<file path="src/rtl/dcr_pkg.sv">
package dcr_pkg;
    localparam int DW   = 32;
    localparam int AW   = 8;
    localparam int NEVT = 6;

    localparam logic [AW-1:0] OFS_CTRL = 8'h00;
    localparam logic [AW-1:0] OFS_STAT = 8'h04;
    localparam logic [AW-1:0] OFS_CUR  = 8'h08;
    localparam logic [AW-1:0] OFS_NEXT = 8'h24;

    localparam int EN_POS   = 0;
    localparam int APP_POS  = 1;
    localparam int BUSY_POS = 13;

    // status bit position of each engine event, index = eng_evt bit
    localparam int EVT_POS [NEVT] = '{12, 11, 9, 5, 4, 3};

    typedef struct packed {
        logic en;
        logic append;
    } ctrl_state_t;

    typedef struct packed {
        logic [NEVT-1:0] flags;
    } stat_state_t;

    typedef struct packed {
        logic [DW-1:0] cur;
        logic [DW-1:0] nxt;
    } desc_state_t;
endpackage

</file>
<file path="src/rtl/dcr_ctrl.sv">
module dcr_ctrl
    import dcr_pkg::*;
(
    input  logic          clk,
    input  logic          rst_n,
    input  logic          wr_ctrl,
    input  logic [DW-1:0] wdata,
    output logic          en,
    output logic          append
);
    ctrl_state_t st_d, st_q;

    always_comb begin
        st_d        = st_q;
        st_d.append = 1'b0;
        if (wr_ctrl) begin
            st_d.en     = wdata[EN_POS];
            st_d.append = wdata[APP_POS];
        end
    end

    always_ff @(posedge clk) begin
        if (!rst_n) st_q <= '0;
        else        st_q <= st_d;
    end

    assign en     = st_q.en;
    assign append = st_q.append;

    // a pulse only ever follows a write carrying the append bit
    a_r2_append_from_write: assert property (@(posedge clk) disable iff (!rst_n)
        append |-> ($past(rst_n) && $past(wr_ctrl) && $past(wdata[APP_POS])));

    // the enable follows the written bit
    a_r1_enable_write: assert property (@(posedge clk) disable iff (!rst_n)
        ($past(rst_n) && $past(wr_ctrl)) |-> (en == $past(wdata[EN_POS])));
endmodule

</file>
<file path="src/rtl/dcr_status.sv">
module dcr_status
    import dcr_pkg::*;
(
    input  logic            clk,
    input  logic            rst_n,
    input  logic            wr_stat,
    input  logic [DW-1:0]   wdata,
    input  logic [NEVT-1:0] evt,
    output logic [NEVT-1:0] flags
);
    stat_state_t     st_d, st_q;
    logic [NEVT-1:0] clr;

    for (genvar i = 0; i < NEVT; i++) begin : g_clr
        assign clr[i] = wr_stat & wdata[EVT_POS[i]];
    end

    always_comb begin
        st_d       = st_q;
        st_d.flags = (st_q.flags & ~clr) | evt;
    end

    always_ff @(posedge clk) begin
        if (!rst_n) st_q <= '0;
        else        st_q <= st_d;
    end

    assign flags = st_q.flags;

    // an event always leaves its flag set, even against a clear
    a_r6_event_wins: assert property (@(posedge clk) disable iff (!rst_n)
        ($past(rst_n) && ($past(evt) != '0)) |-> ((flags & $past(evt)) == $past(evt)));

    // a flag rises only through an event
    a_r4_set_by_event: assert property (@(posedge clk) disable iff (!rst_n)
        ($past(rst_n) && ($past(evt) == '0)) |-> ((flags & ~$past(flags)) == '0));

    // with no status write and no event, flags hold
    a_r5_hold: assert property (@(posedge clk) disable iff (!rst_n)
        ($past(rst_n) && !$past(wr_stat) && ($past(evt) == '0)) |-> $stable(flags));
endmodule

</file>
<file path="src/rtl/dcr_desc.sv">
module dcr_desc
    import dcr_pkg::*;
(
    input  logic          clk,
    input  logic          rst_n,
    input  logic          wr_next,
    input  logic [DW-1:0] wdata,
    input  logic          load_cur,
    input  logic [DW-1:0] cur_in,
    output logic [DW-1:0] cur,
    output logic [DW-1:0] nxt
);
    desc_state_t st_d, st_q;

    always_comb begin
        st_d = st_q;
        if (wr_next)  st_d.nxt = wdata;
        if (load_cur) st_d.cur = cur_in;
    end

    always_ff @(posedge clk) begin
        if (!rst_n) st_q <= '0;
        else        st_q <= st_d;
    end

    assign cur = st_q.cur;
    assign nxt = st_q.nxt;

    // the current address changes only on an engine load
    a_r7_cur_only_engine: assert property (@(posedge clk) disable iff (!rst_n)
        ($past(rst_n) && !$past(load_cur)) |-> $stable(cur));

    // the next pointer changes only on a bus write
    a_r8_next_only_bus: assert property (@(posedge clk) disable iff (!rst_n)
        ($past(rst_n) && !$past(wr_next)) |-> $stable(nxt));
endmodule

</file>
<file path="src/rtl/dma_chan_regs.sv">
module dma_chan_regs
    import dcr_pkg::*;
(
    input  logic            clk,
    input  logic            rst_n,
    input  logic [AW-1:0]   bus_addr,
    input  logic            bus_wr,
    input  logic [DW-1:0]   bus_wdata,
    output logic [DW-1:0]   bus_rdata,
    input  logic            eng_busy,
    input  logic [NEVT-1:0] eng_evt,
    input  logic            eng_desc_load,
    input  logic [DW-1:0]   eng_cur_desc,
    output logic            chan_en,
    output logic            append_pulse,
    output logic [DW-1:0]   next_desc,
    output logic            irq
);
    logic            wr_ctrl, wr_stat, wr_next;
    logic [NEVT-1:0] flags;
    logic [DW-1:0]   cur_q, nxt_q, stat_word;

    assign wr_ctrl = bus_wr && (bus_addr == OFS_CTRL);
    assign wr_stat = bus_wr && (bus_addr == OFS_STAT);
    assign wr_next = bus_wr && (bus_addr == OFS_NEXT);

    dcr_ctrl u_ctrl (
        .clk    (clk),
        .rst_n  (rst_n),
        .wr_ctrl(wr_ctrl),
        .wdata  (bus_wdata),
        .en     (chan_en),
        .append (append_pulse)
    );

    dcr_status u_stat (
        .clk    (clk),
        .rst_n  (rst_n),
        .wr_stat(wr_stat),
        .wdata  (bus_wdata),
        .evt    (eng_evt),
        .flags  (flags)
    );

    dcr_desc u_desc (
        .clk     (clk),
        .rst_n   (rst_n),
        .wr_next (wr_next),
        .wdata   (bus_wdata),
        .load_cur(eng_desc_load),
        .cur_in  (eng_cur_desc),
        .cur     (cur_q),
        .nxt     (nxt_q)
    );

    always_comb begin
        stat_word           = '0;
        stat_word[BUSY_POS] = eng_busy;
        for (int i = 0; i < NEVT; i++) stat_word[EVT_POS[i]] = flags[i];
    end

    always_comb begin
        bus_rdata = '0;
        case (bus_addr)
            OFS_CTRL: bus_rdata[EN_POS] = chan_en;
            OFS_STAT: bus_rdata = stat_word;
            OFS_CUR:  bus_rdata = cur_q;
            OFS_NEXT: bus_rdata = nxt_q;
            default:  bus_rdata = '0;
        endcase
    end

    assign next_desc = nxt_q;
    assign irq       = chan_en && (flags != '0);

    // no interrupt while the channel is disabled
    a_r9_irq_gated: assert property (@(posedge clk) disable iff (!rst_n)
        irq |-> chan_en);

    // the control word never reads the append bit back
    a_r2_append_reads_zero: assert property (@(posedge clk) disable iff (!rst_n)
        (bus_addr == OFS_CTRL) |-> (bus_rdata[APP_POS] == 1'b0));
endmodule

</file>
<file path="config.mk">
export PLATFORM = sky130hd
export DESIGN_NAME = dma_chan_regs
export DESIGN_NICKNAME = d
export VERILOG_FILES = /design/src/rtl/dcr_pkg.sv /design/src/rtl/dcr_ctrl.sv /design/src/rtl/dcr_status.sv /design/src/rtl/dcr_desc.sv /design/src/rtl/dma_chan_regs.sv
export SDC_FILE = /design/constraint.sdc
export NUM_CORES = 1
export LEC_CHECK = 0
export BUFFER_PORTS_ARGS = -buffer_cell sky130_fd_sc_hd__buf_2
export CORE_ASPECT_RATIO = 0.75
export CORE_MARGIN = 10
export CORE_UTILIZATION = 45
export DETAILED_ROUTE_END_ITERATION = 7
export PLACE_DENSITY = 0.77
export SLEW_MARGIN = 40
export SYNTH_ARGS = -nofsm -noshare
export SYNTH_HDL_FRONTEND = slang
export SYNTH_SLANG_ARGS = --single-unit
</file>
<file path="constraint.sdc">
create_clock -name clk -period 3.2 [get_ports clk]
set_input_delay 0.64 -clock clk [delete_from_list [all_inputs] [get_ports clk]]
set_output_delay 0.64 -clock clk [all_outputs]
set_load 0.05 [all_outputs]
</file>
==> results of run 1 <==
## state kept, by name (all words and copies together) (netlist names)
register       cells
u_desc.cur        32
u_desc.nxt        32
u_stat.flags       6
u_ctrl.append      1
u_ctrl.en          1
## area by class of cell
| type | instances | area (sq um) |
|---|---|---|
| clock inverters | 4 | 45.0 |
| flip-flops and latches | 72 | 1440 |
| repair buffers | 160 | 843 |
| inverters | 10 | 37.5 |
| clock buffers | 12 | 135 |
| well taps | 98 | 123 |
| multi-input cells | 240 | 1650 |
| fillers | 620 | 2620 |
## kinds of logic (layout without fill, tap and decap cells)
family / after synthesis / count (layout) / synth area share (%)
AND/OR/NAND/NOR: 129 / 129 / 19.2
flip-flops: 72 / 72 / 44.4
buffers and inverters: 36 / 186 / 5.05
multiplexers: 66 / 66 / 20.4
AO/OA/AOI/OAI: 45 / 45 / 10.9
## per-layer routing
metal  wire (um)  vias to the layer above
met1        4260                     1358
li1            -                     1485
met3         770                        6
met2        4700                      119
met4          87                        0
met5           0                        -
## worst max-delay path, cell delays in order
cell and delay (ns):
buf_2 0.12, or4b_1 0.61, nor3_4 0.24, buf_4 0.25
a221o_1 0.18, buf_2 0.27
## worst max path at each step
stage / to / slack, ns / depth (start not counted)
6_report: bus_rdata[12] / 0.24 / 6
5_1_grt: bus_rdata[12] / 0.15 / 6
4_1_cts: bus_rdata[12] / 0.23 / 6
3_5_place_dp: bus_rdata[12] / 0.26 / 6
3_3_place_gp: bus_rdata[30] / 0.30 / 6
2_1_floorplan: bus_rdata[11] / 0.28 / 4
## power groups by stage
stage	clock network (mW)	registers, mW	logic (mW)
CTS	0.691	0.942	0.168
detailed placement	0	0.963	0.167
floorplan	0	0.959	0.0931
global placement	0	0.961	0.162
finish	0.664	0.943	0.166
global route	0.732	0.945	0.187
## cell usage in the layout (no fill, tap or decap), types with 2 or more instances in the layout
cell / count
mux2i_1: 66
buf_4: 11
nand2_1: 71
nor2b_1: 32
a221o_1: 7
nor2_1: 8
buf_2: 148
clkinv_2: 3
or4_1: 2
clkbuf_1: 3
dfxtp_1: 72
inv_1: 9
a21oi_1: 6
o21ai_0: 6
a22o_1: 24
clkbuf_8: 9
nor3_1: 8
## metrics by stage
step | cells | power (mW) | setup slack (ns) | util [%]
after CTS | 596 | 1.80 | 0.226 | 62.0
after floorplan | 348 | 1.05 | 0.279 | -
final | 596 | 1.77 | 0.240 | 62.0
after global placement | 580 | 1.12 | 0.297 | 59.3
after detailed placement | 580 | 1.13 | 0.258 | 59.4
after global routing | 596 | 1.86 | 0.145 | 62.0
==> flow_summary.toml, run 1 <==
[grt]
met3_usage_pct = 6.25
grt.met1_usage_pct = 20.0
grt_antenna_before_repair = 0
grt_max_degree = 53
track_usage_pct = 17.2
met2_usage_pct = 29.5
overflow = 0
grt_pass1_wl_mm = 15.7
grt.busiest_layer = "met2"
grt_pass1_vias = 3085

[detailed_routing]
drtIter0Drc = 155
wl_per_cell_um = 16.5
drt.antenna.violating_nets = 0
routed_wirelength_mm = 9.82
via_count = 2968
firstDrtPassIters = 4
drc = 0
vias_per_cell = 4.98

[yosys]
async_reset_ff_share_pct = 0
synth-seq-cells = 72
synthCells = 348
synth-main-ff-cell = "dfxtp_1"
ys_warn_count = 0
synth_area_sq_um = 3240
yosysUniqueCellTypes = 26
synth_commonest_cells = "dfxtp_1 (72), nand2_1 (71), mux2i_1 (66)"
syn_nets = 431
yosysMostFrequentCell = "dfxtp_1"
synthTopCellsByArea = "dfxtp_1 (44%), mux2i_1 (20%), nand2_1 (8.2%)"
yosysTopAreaCell = "dfxtp_1"
synth_top_area_share_pct = 44.4
avgSynthCellArea_sq_um = 9.32
synth_edf_count = 0
seq_area_frac_synth_pct = 44.4

[worst_hold_path]
hp-start = "u_desc.nxt[28]$_SDFFE_PN0P_"
whs_path_depth = 2
whs_endpoint = "u_desc.nxt[28]$_SDFFE_PN0P_"
hold_class = "register to register"

[floorplan]
die_height_um = 93.5
pin_count = 150
dieArea_sq_um = 11000
rows = 26
start_util_pct = 47.0
die_x_um = 118
coreArea_sq_um = 6900

[sta]
post-route-min-period_ns = 2.96
timing.final.crit_share_pct = 92.5
setup_viol = 0
timing.fmax_mhz = 338
worst_slew_pin_slew_ns = 0.585
slew_headroom_pct = 61.0
rsz0062_at_grt = "no"
tns_ns = 0
fin_skew_ns = 0
finalHoldViolCount = 0
maxSlewViolCount = 0
hold_slack_ns = 0.474

[final_layout]
final_area_sq_um = 4270
drive_gt1_share_pct = 35.7
areaGrowthSynthToFinish_pct = 31.8
final_nets = 576
diodes = 0

[cts]
numCtsBuffers = 9
ctsResizeCount = 0
cts_tree = "built"
worstSkewPairLatency_ns = 0.32
htree_levels = 3
root_buffer = "clkbuf_8"
post_cts_buffers = 0
hold_buffers = 0
clkSlewWorstSetupHoldPaths_ns = 0.07
clockBufferDepth = 2
clock_sinks = 72

[critical_path]
crit_required_ns = 2.56
reg2reg_from = "u_stat.flags[1]$_SDFF_PN0_"
critPathKind = "primary input to primary output"
rr_worst_depth = 2
cp.arrival_ns = 2.32
worstSetupEndpointType = "primary output"
crit_path_start = "bus_addr[3]"
path_max_fanout = 15
r2r_end = "u_stat.flags[1]$_SDFF_PN0_"
rrSetupSlack_ns = 2.49
cp-start-kind = "primary input"

[power]
ir_drop_uv = 229
p_comb_share_pct = 9.4
p_switching_uw = 407
p_seq_share_pct = 53.2
p_int_mw = 1.37
clkPwrFrac_pct = 37.5
powerDensity_nw_per_um2 = 415
switching_share_pct = 23.0
p_leak_nw = 2.07

[status]
status = "finished, final reports clean"

[placed_design]
io_buffers = 149
dpl_cell_area_sq_um = 4090
gp_congestion = 0.800
dp_hpwl_mm = 7.52

[flow_run]
maxCapViolCount = 0
Power figures use the tool's default switching activity.
==> run 2: changes to the inputs <==
Settings changed: CORE_UTILIZATION 45 to 50, PLACE_DENSITY 0.77 to 0.85.
==> run 2 against run 1 <==
Via count increased by 0.34%. Hold slack worse by 0.0014 ns. Final area about the same. Sequential cell count is the same. Power is 7.2% higher. Die area shrank 8.1%. Cell count is 3.0% lower. Critical endpoint is now bus_rdata[1].
==> flow_summary.toml, run 2 (synthesis gave the netlist of run 1 again) <==
[power]
powerDensity_nw_per_um2 = 445
ir_drop_uv = 311
p_leak_nw = 2.08

[sta]
fin_skew_ns = 0
timing.fmax_mhz = 332
timing.final.crit_share_pct = 94.3
worst_slew_pin_slew_ns = 0.574
post-route-min-period_ns = 3.02
tns_ns = 0
maxSlewViolCount = 0
rsz0062_at_grt = "no"
setup_viol = 0
finalHoldViolCount = 0
slew_headroom_pct = 61.8

[cts]
hold_buffers = 0
clkSlewWorstSetupHoldPaths_ns = 0.07
htree_levels = 3
clockBufferDepth = 2
worstSkewPairLatency_ns = 0.34
root_buffer = "clkbuf_8"
post_cts_buffers = 0
clock_sinks = 72
numCtsBuffers = 9
cts_tree = "built"
ctsResizeCount = 0

[final_layout]
multiInputGateArea_sq_um = 1650
finalCoreUtilization_pct = 68.0
areaGrowthSynthToFinish_pct = 31.8
drive_gt1_share_pct = 36.2
diodes = 0
fillers = 546
layout.cells.most_common_list = "buf_2 (147), dfxtp_1 (72), nand2_1 (71)"
final_common_cell = "buf_2"
final_nets = 575
regArea_sq_um = 1440

[critical_path]
crit_chain = "buf_2 > or4_1 > nor3_2 > buf_4 > a22o_1 > buf_2"
rr_worst_depth = 2
path_max_fanout = 25
rrSetupSlack_ns = 2.47
cp_slowest_cell = "or4_1"
cp.arrival_ns = 2.38
r2r_end = "u_stat.flags[5]$_SDFF_PN0_"
critPathTopFamily = "simple AND/OR/NAND/NOR gates"
cp-start-kind = "primary input"
crit_path_start = "bus_addr[7]"
critPathKind = "primary input to primary output"
cp_num_buf_inv = 3
path_depth = 6
slowest_delay_ns = 0.57
worstSetupEndpointType = "primary output"
reg2reg_from = "u_stat.flags[5]$_SDFF_PN0_"
critPathMostFrequentCell = "buf_2"
cp-endpoint = "bus_rdata[1]"
crit_required_ns = 2.56

[floorplan]
pin_count = 150
dieArea_sq_um = 10100
die_height_um = 89.7
die_x_um = 113
start_util_pct = 51.6
rows = 25
coreArea_sq_um = 6290

[detailed_routing]
firstDrtPassIters = 5
drtIter0Drc = 150
routed_wirelength_mm = 9.88
wl_per_cell_um = 17.1
drc = 0
drt.antenna.violating_nets = 0
vias_per_cell = 5.15
via_count = 2978

[grt]
grt_antenna_before_repair = 0
overflow = 0
track_usage_pct = 18.9
grt_pass1_vias = 3119
grt_max_degree = 53
grt_pass1_wl_mm = 15.9

[worst_hold_path]
hold_class = "register to register"

[placed_design]
dp_hpwl_mm = 7.44
gp_congestion = 0.883
io_buffers = 149

[flow_run]
maxCapViolCount = 0

[status]
status = "finished, final reports clean"
-- run 2: changes by cell type in the layout (fill, tap and decap cells not counted) --
cell and delta:
buf_4 +1, clkbuf_1 -3, buf_12 -1, buf_2 -1, bufinv_16 +1, clkinvlp_4 +1
clkbuf_8 +1
-- run 2: worst register-to-register path, stage by stage, from the launching register on --
cell	delay (ns)
dfxtp_1	0.38
o21ai_0	0.10
a21oi_1	0.17
-- run 2: layout make-up --
cell class	count	area share, %
tap	81	2.37
clock inverter	6	1.93
multi-input combinational	240	38.6
clock buffer	10	3.22
sequential	72	33.7
inverter	10	0.878
timing repair buffer	159	19.3
-- run 2: report_power, final --
group          total [mW]  switching, mW  internal, mW
combinational       0.168         0.0860        0.0823
sequential          0.943         0.0171         0.925
clock               0.790          0.334         0.456
-- run 2: routing by layer --
metal | routed length, um | global-route usage (%)
met5 | 0 | 0
met4 | 164 | 7.07
met3 | 921 | 7.30
met2 | 4680 | 31.2
met1 | 4120 | 21.6
-- run 2: stage by stage --
stage               setup slack [ns]  hold slack (ns)  instances  total power, mW  area [sq um]
detailed placement             0.195            0.465        562             1.13          4050
global route                   0.142            0.489        578             1.98          4280
floorplan                      0.279            0.482        348             1.05          3240
finish                         0.184            0.473        578             1.90          4280
CTS                            0.193            0.475        578             1.91          4270
global placement               0.299            0.455        562             1.12          4050
-- run 2: worst min path at each step --
stage / start / slack, ns / end / cells past startpoint
after floorplan: u_desc.cur[0]$_SDFFE_PN0P_ / 0.48 / u_desc.cur[0]$_SDFFE_PN0P_ / 2
after global placement: u_desc.nxt[4]$_SDFFE_PN0P_ / 0.46 / u_desc.nxt[4]$_SDFFE_PN0P_ / 2
after detailed placement: u_desc.nxt[1]$_SDFFE_PN0P_ / 0.46 / u_desc.nxt[1]$_SDFFE_PN0P_ / 2
after CTS: u_desc.nxt[29]$_SDFFE_PN0P_ / 0.48 / u_desc.nxt[29]$_SDFFE_PN0P_ / 2
after global routing: u_desc.nxt[21]$_SDFFE_PN0P_ / 0.49 / u_desc.nxt[21]$_SDFFE_PN0P_ / 2
final: u_desc.nxt[29]$_SDFFE_PN0P_ / 0.47 / u_desc.nxt[29]$_SDFFE_PN0P_ / 2
